[config.mk]
export PLATFORM = sky130hd
export DESIGN_NAME = ptw_walker
export DESIGN_NICKNAME = d
export VERILOG_FILES = /design/src/rtl/ptw_pkg.sv /design/src/rtl/ptw_seg_decode.sv /design/src/rtl/ptw_index_sel.sv /design/src/rtl/ptw_rights_check.sv /design/src/rtl/ptw_walker.sv
export SDC_FILE = /design/constraint.sdc
export NUM_CORES = 1
export LEC_CHECK = 0
export BUFFER_PORTS_ARGS = -buffer_cell sky130_fd_sc_hd__buf_2
export CAP_MARGIN = 10
export CORE_ASPECT_RATIO = 2
export CORE_MARGIN = 2
export CORE_UTILIZATION = 40
export DETAILED_ROUTE_END_ITERATION = 10
export PLACE_DENSITY = 0.7
export SLEW_MARGIN = 20
export SYNTH_ARGS = -nofsm -noshare
export SYNTH_HDL_FRONTEND = slang
export SYNTH_HIERARCHICAL = 1
export SYNTH_SLANG_ARGS = --single-unit
[constraint.sdc]
create_clock -name clk -period 2.3 [get_ports clk]
set_input_delay 0.46 -clock clk [delete_from_list [all_inputs] [get_ports clk]]
set_output_delay 0.46 -clock clk [all_outputs]
set_load 0.02 [all_outputs]
[src/rtl/ptw_pkg.sv]
package ptw_pkg;

   typedef enum logic [1:0] {
      FLT_NONE   = 2'd0,
      FLT_ABSENT = 2'd1,
      FLT_PROT   = 2'd2,
      FLT_BADVA  = 2'd3
   } flt_e;

   typedef enum logic [2:0] {
      ST_IDLE  = 3'd0,
      ST_L1    = 3'd1,
      ST_L2    = 3'd2,
      ST_L3    = 3'd3,
      ST_DONE  = 3'd4,
      ST_FAULT = 3'd5
   } walk_st_e;

   localparam int unsigned NUM_LEVELS = 3;

endpackage

[src/rtl/ptw_seg_decode.sv]
module ptw_seg_decode #(
   parameter int unsigned VA_W     = 64,
   parameter int unsigned SIG_BITS = 43,
   parameter int unsigned PA_W     = 45
) (
   input  logic [VA_W-1:0] va_i,
   input  logic            kernel_i,
   output logic            bad_o,
   output logic            user_block_o,
   output logic            direct_o,
   output logic [PA_W-1:0] direct_pa_o
);
   localparam int unsigned EXT_W    = VA_W - SIG_BITS;
   localparam int unsigned DIRECT_W = SIG_BITS - 2;

   if (EXT_W < 1) begin : g_chk_ext
      $error("ptw_seg_decode: VA_W must exceed SIG_BITS");
   end
   if (PA_W < DIRECT_W) begin : g_chk_pa
      $error("ptw_seg_decode: PA_W too narrow for direct segment");
   end

   logic [EXT_W-1:0] upper;
   logic [1:0]       seg_sel;

   always_comb begin
      upper        = va_i[VA_W-1:SIG_BITS];
      seg_sel      = va_i[SIG_BITS-1:SIG_BITS-2];
      bad_o        = (upper != {EXT_W{va_i[SIG_BITS-1]}});
      user_block_o = !bad_o && !kernel_i && va_i[SIG_BITS-1];
      direct_o     = !bad_o && kernel_i && (seg_sel == 2'b10);
      direct_pa_o  = '0;
      direct_pa_o[DIRECT_W-1:0] = va_i[DIRECT_W-1:0];
   end

endmodule

[src/rtl/ptw_index_sel.sv]
module ptw_index_sel #(
   parameter int unsigned VA_W      = 64,
   parameter int unsigned IDX_BITS  = 10,
   parameter int unsigned PAGE_BITS = 13,
   parameter int unsigned LEVELS    = 3
) (
   input  logic [VA_W-1:0]     va_i,
   input  logic [1:0]          level_i,
   output logic [IDX_BITS-1:0] idx_o
);
   logic [IDX_BITS-1:0] idx_by_lvl [LEVELS];

   for (genvar g = 0; g < LEVELS; g++) begin : g_lvl
      localparam int unsigned LSB = PAGE_BITS + (LEVELS - 1 - g) * IDX_BITS;
      assign idx_by_lvl[g] = va_i[LSB +: IDX_BITS];
   end

   always_comb begin
      idx_o = idx_by_lvl[0];
      for (int i = 0; i < LEVELS; i++) begin
         if (level_i == 2'(i)) idx_o = idx_by_lvl[i];
      end
   end

endmodule

[src/rtl/ptw_rights_check.sv]
module ptw_rights_check #(
   parameter int unsigned RIGHTS_W = 4
) (
   input  logic [RIGHTS_W-1:0] rights_i,
   input  logic                write_i,
   input  logic                kernel_i,
   output logic                allow_o
);
   if (RIGHTS_W != 4) begin : g_chk_w
      $error("ptw_rights_check: rights field must be 4 bits");
   end

   logic [1:0] sel;

   always_comb begin
      sel     = {write_i, !kernel_i};
      allow_o = rights_i[sel];
   end

endmodule

[src/rtl/ptw_walker.sv]
module ptw_walker
   import ptw_pkg::*;
#(
   parameter int unsigned VA_W       = 64,
   parameter int unsigned IDX_BITS   = 10,
   parameter int unsigned PAGE_BITS  = 13,
   parameter int unsigned PPN_W      = 32,
   parameter int unsigned DATA_W     = 64,
   parameter int unsigned RIGHTS_LSB = 8,
   parameter int unsigned RIGHTS_W   = 4
) (
   input  logic              clk,
   input  logic              rst_n,
   input  logic [PPN_W-1:0]  ptbr_i,
   input  logic              req_valid_i,
   output logic              req_ready_o,
   input  logic [VA_W-1:0]   req_va_i,
   input  logic              req_write_i,
   input  logic              req_kernel_i,
   output logic              mem_req_o,
   output logic [PPN_W+PAGE_BITS-1:0] mem_addr_o,
   input  logic              mem_rsp_valid_i,
   input  logic [DATA_W-1:0] mem_rsp_data_i,
   output logic              done_o,
   output logic [1:0]        fault_o,
   output logic [PPN_W+PAGE_BITS-1:0] pa_o,
   output logic [RIGHTS_W-1:0] rights_o
);
   localparam int unsigned PA_W      = PPN_W + PAGE_BITS;
   localparam int unsigned SIG_BITS  = NUM_LEVELS * IDX_BITS + PAGE_BITS;
   localparam int unsigned ENT_SHIFT = PAGE_BITS - IDX_BITS;
   localparam int unsigned PPN_LSB   = DATA_W - PPN_W;
   localparam logic [RIGHTS_W-1:0] DIRECT_RIGHTS = RIGHTS_W'(4'b0101);

   if (ENT_SHIFT != 3) begin : g_chk_entry
      $error("ptw_walker: a table page must hold 8-byte entries");
   end
   if (SIG_BITS >= VA_W) begin : g_chk_va
      $error("ptw_walker: virtual address too narrow for the tree");
   end
   if (RIGHTS_LSB + RIGHTS_W > PPN_LSB) begin : g_chk_fields
      $error("ptw_walker: rights field overlaps frame number");
   end

   walk_st_e            state_q;
   logic [PPN_W-1:0]    base_q;
   logic [VA_W-1:0]     va_q;
   logic                wr_q;
   logic                kern_q;
   logic                issue_q;
   flt_e                fault_q;
   logic [PA_W-1:0]     pa_q;
   logic [RIGHTS_W-1:0] rights_q;

   logic                seg_bad, seg_user_block, seg_direct;
   logic [PA_W-1:0]     seg_direct_pa;
   logic [1:0]          level;
   logic [IDX_BITS-1:0] idx;
   logic                allow;
   logic                rsp_take;
   logic [PPN_W-1:0]    rsp_ppn;
   logic [RIGHTS_W-1:0] rsp_rights;

   ptw_seg_decode #(
      .VA_W(VA_W), .SIG_BITS(SIG_BITS), .PA_W(PA_W)
   ) seg_i (
      .va_i(req_va_i), .kernel_i(req_kernel_i),
      .bad_o(seg_bad), .user_block_o(seg_user_block),
      .direct_o(seg_direct), .direct_pa_o(seg_direct_pa)
   );

   always_comb begin
      case (state_q)
         ST_L2:   level = 2'd1;
         ST_L3:   level = 2'd2;
         default: level = 2'd0;
      endcase
   end

   ptw_index_sel #(
      .VA_W(VA_W), .IDX_BITS(IDX_BITS), .PAGE_BITS(PAGE_BITS),
      .LEVELS(NUM_LEVELS)
   ) idx_i (
      .va_i(va_q), .level_i(level), .idx_o(idx)
   );

   assign rsp_ppn    = mem_rsp_data_i[DATA_W-1:PPN_LSB];
   assign rsp_rights = mem_rsp_data_i[RIGHTS_LSB +: RIGHTS_W];

   ptw_rights_check #(.RIGHTS_W(RIGHTS_W)) rights_i (
      .rights_i(rsp_rights), .write_i(wr_q), .kernel_i(kern_q),
      .allow_o(allow)
   );

   assign rsp_take = !issue_q && mem_rsp_valid_i &&
                     (state_q == ST_L1 || state_q == ST_L2 || state_q == ST_L3);

   always_ff @(posedge clk or negedge rst_n) begin
      if (!rst_n) begin
         state_q  <= ST_IDLE;
         base_q   <= '0;
         va_q     <= '0;
         wr_q     <= 1'b0;
         kern_q   <= 1'b0;
         issue_q  <= 1'b0;
         fault_q  <= FLT_NONE;
         pa_q     <= '0;
         rights_q <= '0;
      end else begin
         case (state_q)
            ST_IDLE: begin
               if (req_valid_i) begin
                  va_q     <= req_va_i;
                  wr_q     <= req_write_i;
                  kern_q   <= req_kernel_i;
                  pa_q     <= '0;
                  rights_q <= '0;
                  fault_q  <= FLT_NONE;
                  if (seg_bad) begin
                     fault_q <= FLT_BADVA;
                     state_q <= ST_FAULT;
                  end else if (seg_user_block) begin
                     fault_q <= FLT_PROT;
                     state_q <= ST_FAULT;
                  end else if (seg_direct) begin
                     pa_q     <= seg_direct_pa;
                     rights_q <= DIRECT_RIGHTS;
                     state_q  <= ST_DONE;
                  end else begin
                     base_q  <= ptbr_i;
                     issue_q <= 1'b1;
                     state_q <= ST_L1;
                  end
               end
            end
            ST_L1, ST_L2, ST_L3: begin
               issue_q <= 1'b0;
               if (rsp_take) begin
                  if (!mem_rsp_data_i[0]) begin
                     fault_q <= FLT_ABSENT;
                     state_q <= ST_FAULT;
                  end else if (state_q == ST_L3) begin
                     rights_q <= rsp_rights;
                     if (allow) begin
                        pa_q    <= {rsp_ppn, va_q[PAGE_BITS-1:0]};
                        state_q <= ST_DONE;
                     end else begin
                        fault_q <= FLT_PROT;
                        state_q <= ST_FAULT;
                     end
                  end else begin
                     base_q  <= rsp_ppn;
                     issue_q <= 1'b1;
                     state_q <= (state_q == ST_L1) ? ST_L2 : ST_L3;
                  end
               end
            end
            default: state_q <= ST_IDLE;
         endcase
      end
   end

   assign req_ready_o = (state_q == ST_IDLE);
   assign mem_req_o   = issue_q;
   assign mem_addr_o  = {base_q, idx, {ENT_SHIFT{1'b0}}};
   assign done_o      = (state_q == ST_DONE) || (state_q == ST_FAULT);
   assign fault_o     = fault_q;
   assign pa_o        = pa_q;
   assign rights_o    = rights_q;

   assert_single_read_R8: assert property (@(posedge clk) disable iff (!rst_n)
      mem_req_o |=> !mem_req_o);

   assert_read_when_busy_R8: assert property (@(posedge clk) disable iff (!rst_n)
      mem_req_o |-> !req_ready_o && !done_o);

   assert_done_pulse_R9: assert property (@(posedge clk) disable iff (!rst_n)
      done_o |=> !done_o);

   assert_offset_kept_R1: assert property (@(posedge clk) disable iff (!rst_n)
      (done_o && fault_o == FLT_NONE) |-> pa_o[PAGE_BITS-1:0] == va_q[PAGE_BITS-1:0]);

   assert_bad_no_read_R5: assert property (@(posedge clk) disable iff (!rst_n)
      (req_ready_o && req_valid_i && seg_bad) |=> !mem_req_o && done_o);

endmodule

==> impl_metrics.toml <==
[floorplan]
row_count = 68
die_w_um = 97.2
initial_utilization_pct = 40.6
die_height_um = 190
fp.coreArea_um2 = 17100
dieArea_um2 = 18500
ios = 265

[final_layout]
register_area_um2 = 3310
layout_common_cells = "224 x buf_2, 129 x dfrtp_1, 101 x mux2_2, 55 x mux2_4, 45 x a22o_1"
diodes = 0
multi_input_area_um2 = 3280
post-route-util_pct = 54.6
finalInstanceArea_um2 = 9350
nets = 919
fill_cells = 1421
syn_to_final_growth_pct = 34.5
layout_commonest_cell = "buf_2"
drive_gt1_share_pct = 65.1

[power_and_ir_drop]
p_leak_nw = 4.46
total_power_w = 0.0134
vdd.ir_drop.worst_mv = 0.846
p_per_area_nw_per_um2 = 1440

[worst_setup_path]
worstSetupPathType = "in2reg"
cp.arrival_ps = 2810
crit_path_top_delay_cell = "or4_4"
critPathLaunchType = "primary input"
crit_chain = "buf_6 -> or4_4 -> nor3_4 -> o22ai_2 -> nor4b_2 -> buf_4 -> o31a_1 -> nor4_4 -> buf_6 -> buf_16 -> buf_12 -> mux2_4"
worstSetupPathDepth = 12
crit_family = "simple AND/OR/NAND/NOR gates"
critPathMaxStageDelay_ps = 530
worst-path-buf-inv = 5
critPathCaptureType = "flop"
cp.required_ps = 2610
ff2ff_path_depth = 9
path_max_fanout = 8
cp_common_cell = "buf_6"

[sta]
setup_violations = 61
drv_slew = 0
min_period_over_period_pct = 109
fin_ws_ps = -201
fmax_mhz = 400
skew_ps = 11.0
rsz0062_at_grt = "yes"
relSlewSlack_pct = 59.4
hold_violations = 0
min_period_ps = 2500
worst_slew_pin_slew_ps = 598

[clock_tree]
numCtsBuffers = 17
clkTransAtPathRegs_ps = 70
cts.sinks = 132
clockRootBuffer = "clkbuf_16"
clock_path_buffers = 2
cts_tree = "built"
htree_num_levels = 4
clkLatencyLatePin_ps = 420

[grt]
grt_util_met1_pct = 23.9
busiest_layer = "met2"
grt_max_degree = 70
met3_usage_pct = 6.38
met2_usage_pct = 35.1
grt_pass1_vias = 5435
grt_pass1_wl_um = 29200
gr-usage-all-layers_pct = 20.2
antenna_found_initial = 0
grt_overflow_total = 0

[place]
place_ws_ps = -605
gp_congestion = 0.841
post-dp-hpwl_um = 12400
port_buffers = 234
post_dp_cell_area_um2 = 8270

[synth]
ys_warn_count = 6
avgSynthCellArea_um2 = 13.2
netlist_area_um2 = 6950
synthesis.instances = 526

[flow_run]
drv_cap = 0

[routing]
drc = 0
vias = 5088
drtIter0Drc = 138
wl_per_cell_um = 18.9
drt-pass1-iter-count = 4
drt_wl_total_um = 18500
antenna_left = 0
avgViaCountPerCell = 5.21

[status]
violations = "negative setup slack"
status = "finished with violations"

[min_path]
hold_class = "in2reg"
min_path_cells = 2
per-stage QoR:
| stage | setup TNS [ps] | hold slack, ps | std cells |
|---|---|---|---|
| 6_report | -6810 | 285 | 976 |
| 5_1_grt | -13510 | 271 | 976 |
| 4_1_cts | -6510 | 267 | 978 |
| 3_5_place_dp | -38360 | 377 | 917 |
| 3_3_place_gp | -34000 | 378 | 917 |
| 2_1_floorplan | -20250 | 164 | 531 |
where the power goes:
group | switching [W] | internal, W | total (W)
logic | 0.00326 | 0.00367 | 0.00692
clock network | 0.00111 | 0.00143 | 0.00254
registers | 0.000624 | 0.00334 | 0.00396
cell type report:
class	count	area share (%)
Sequential cell	132	35.4
Timing Repair Buffer	285	20.4
Inverter	7	0.281
Tap cell	210	2.81
Multi-Input combinational cell	310	35.1
Clock buffer	18	4.70
Clock inverter	14	1.27
per-layer routing:
layer  share of wire (%)  up-vias
li1                    -     2331
met1                  39     2510
met2                  51      225
met3                 7.8       22
met4                 1.9        0
met5                   0        -
registers in the layout (all words and copies together) (netlist names), 2 cells and up:
register / cells
base_q: 32
fault_o: 2
pa_o: 45
rights_o: 4
state_q: 3
va_q: 43
worst paths after layout:
path                                        start                      to  slack, ps
max reg2reg                state_q[0]$_DFFE_PN0P_  base_q[30]$_DFFE_PN0P_       -130
max in group asynchronous                   rst_n  state_q[2]$_DFFE_PN0P_       1040
max                                  req_va_i[42]  base_q[30]$_DFFE_PN0P_       -200
min reg2reg                  pa_o[14]$_DFFE_PN0P_    pa_o[14]$_DFFE_PN0P_        500
min                                  req_va_i[11]    va_q[11]$_DFFE_PN0P_        290
min in group asynchronous                   rst_n    pa_o[25]$_DFFE_PN0P_        510
repair_timing:
item,4_1_cts,5_1_grt
gates cloned,7,0
pin swaps,1,2
resized for setup,42,11
hold buffers,1,0
buffers inserted,21,1
hold endpoints to repair,32,0
setup endpoints to repair,84,87
(Power assumes the default switching activity.)
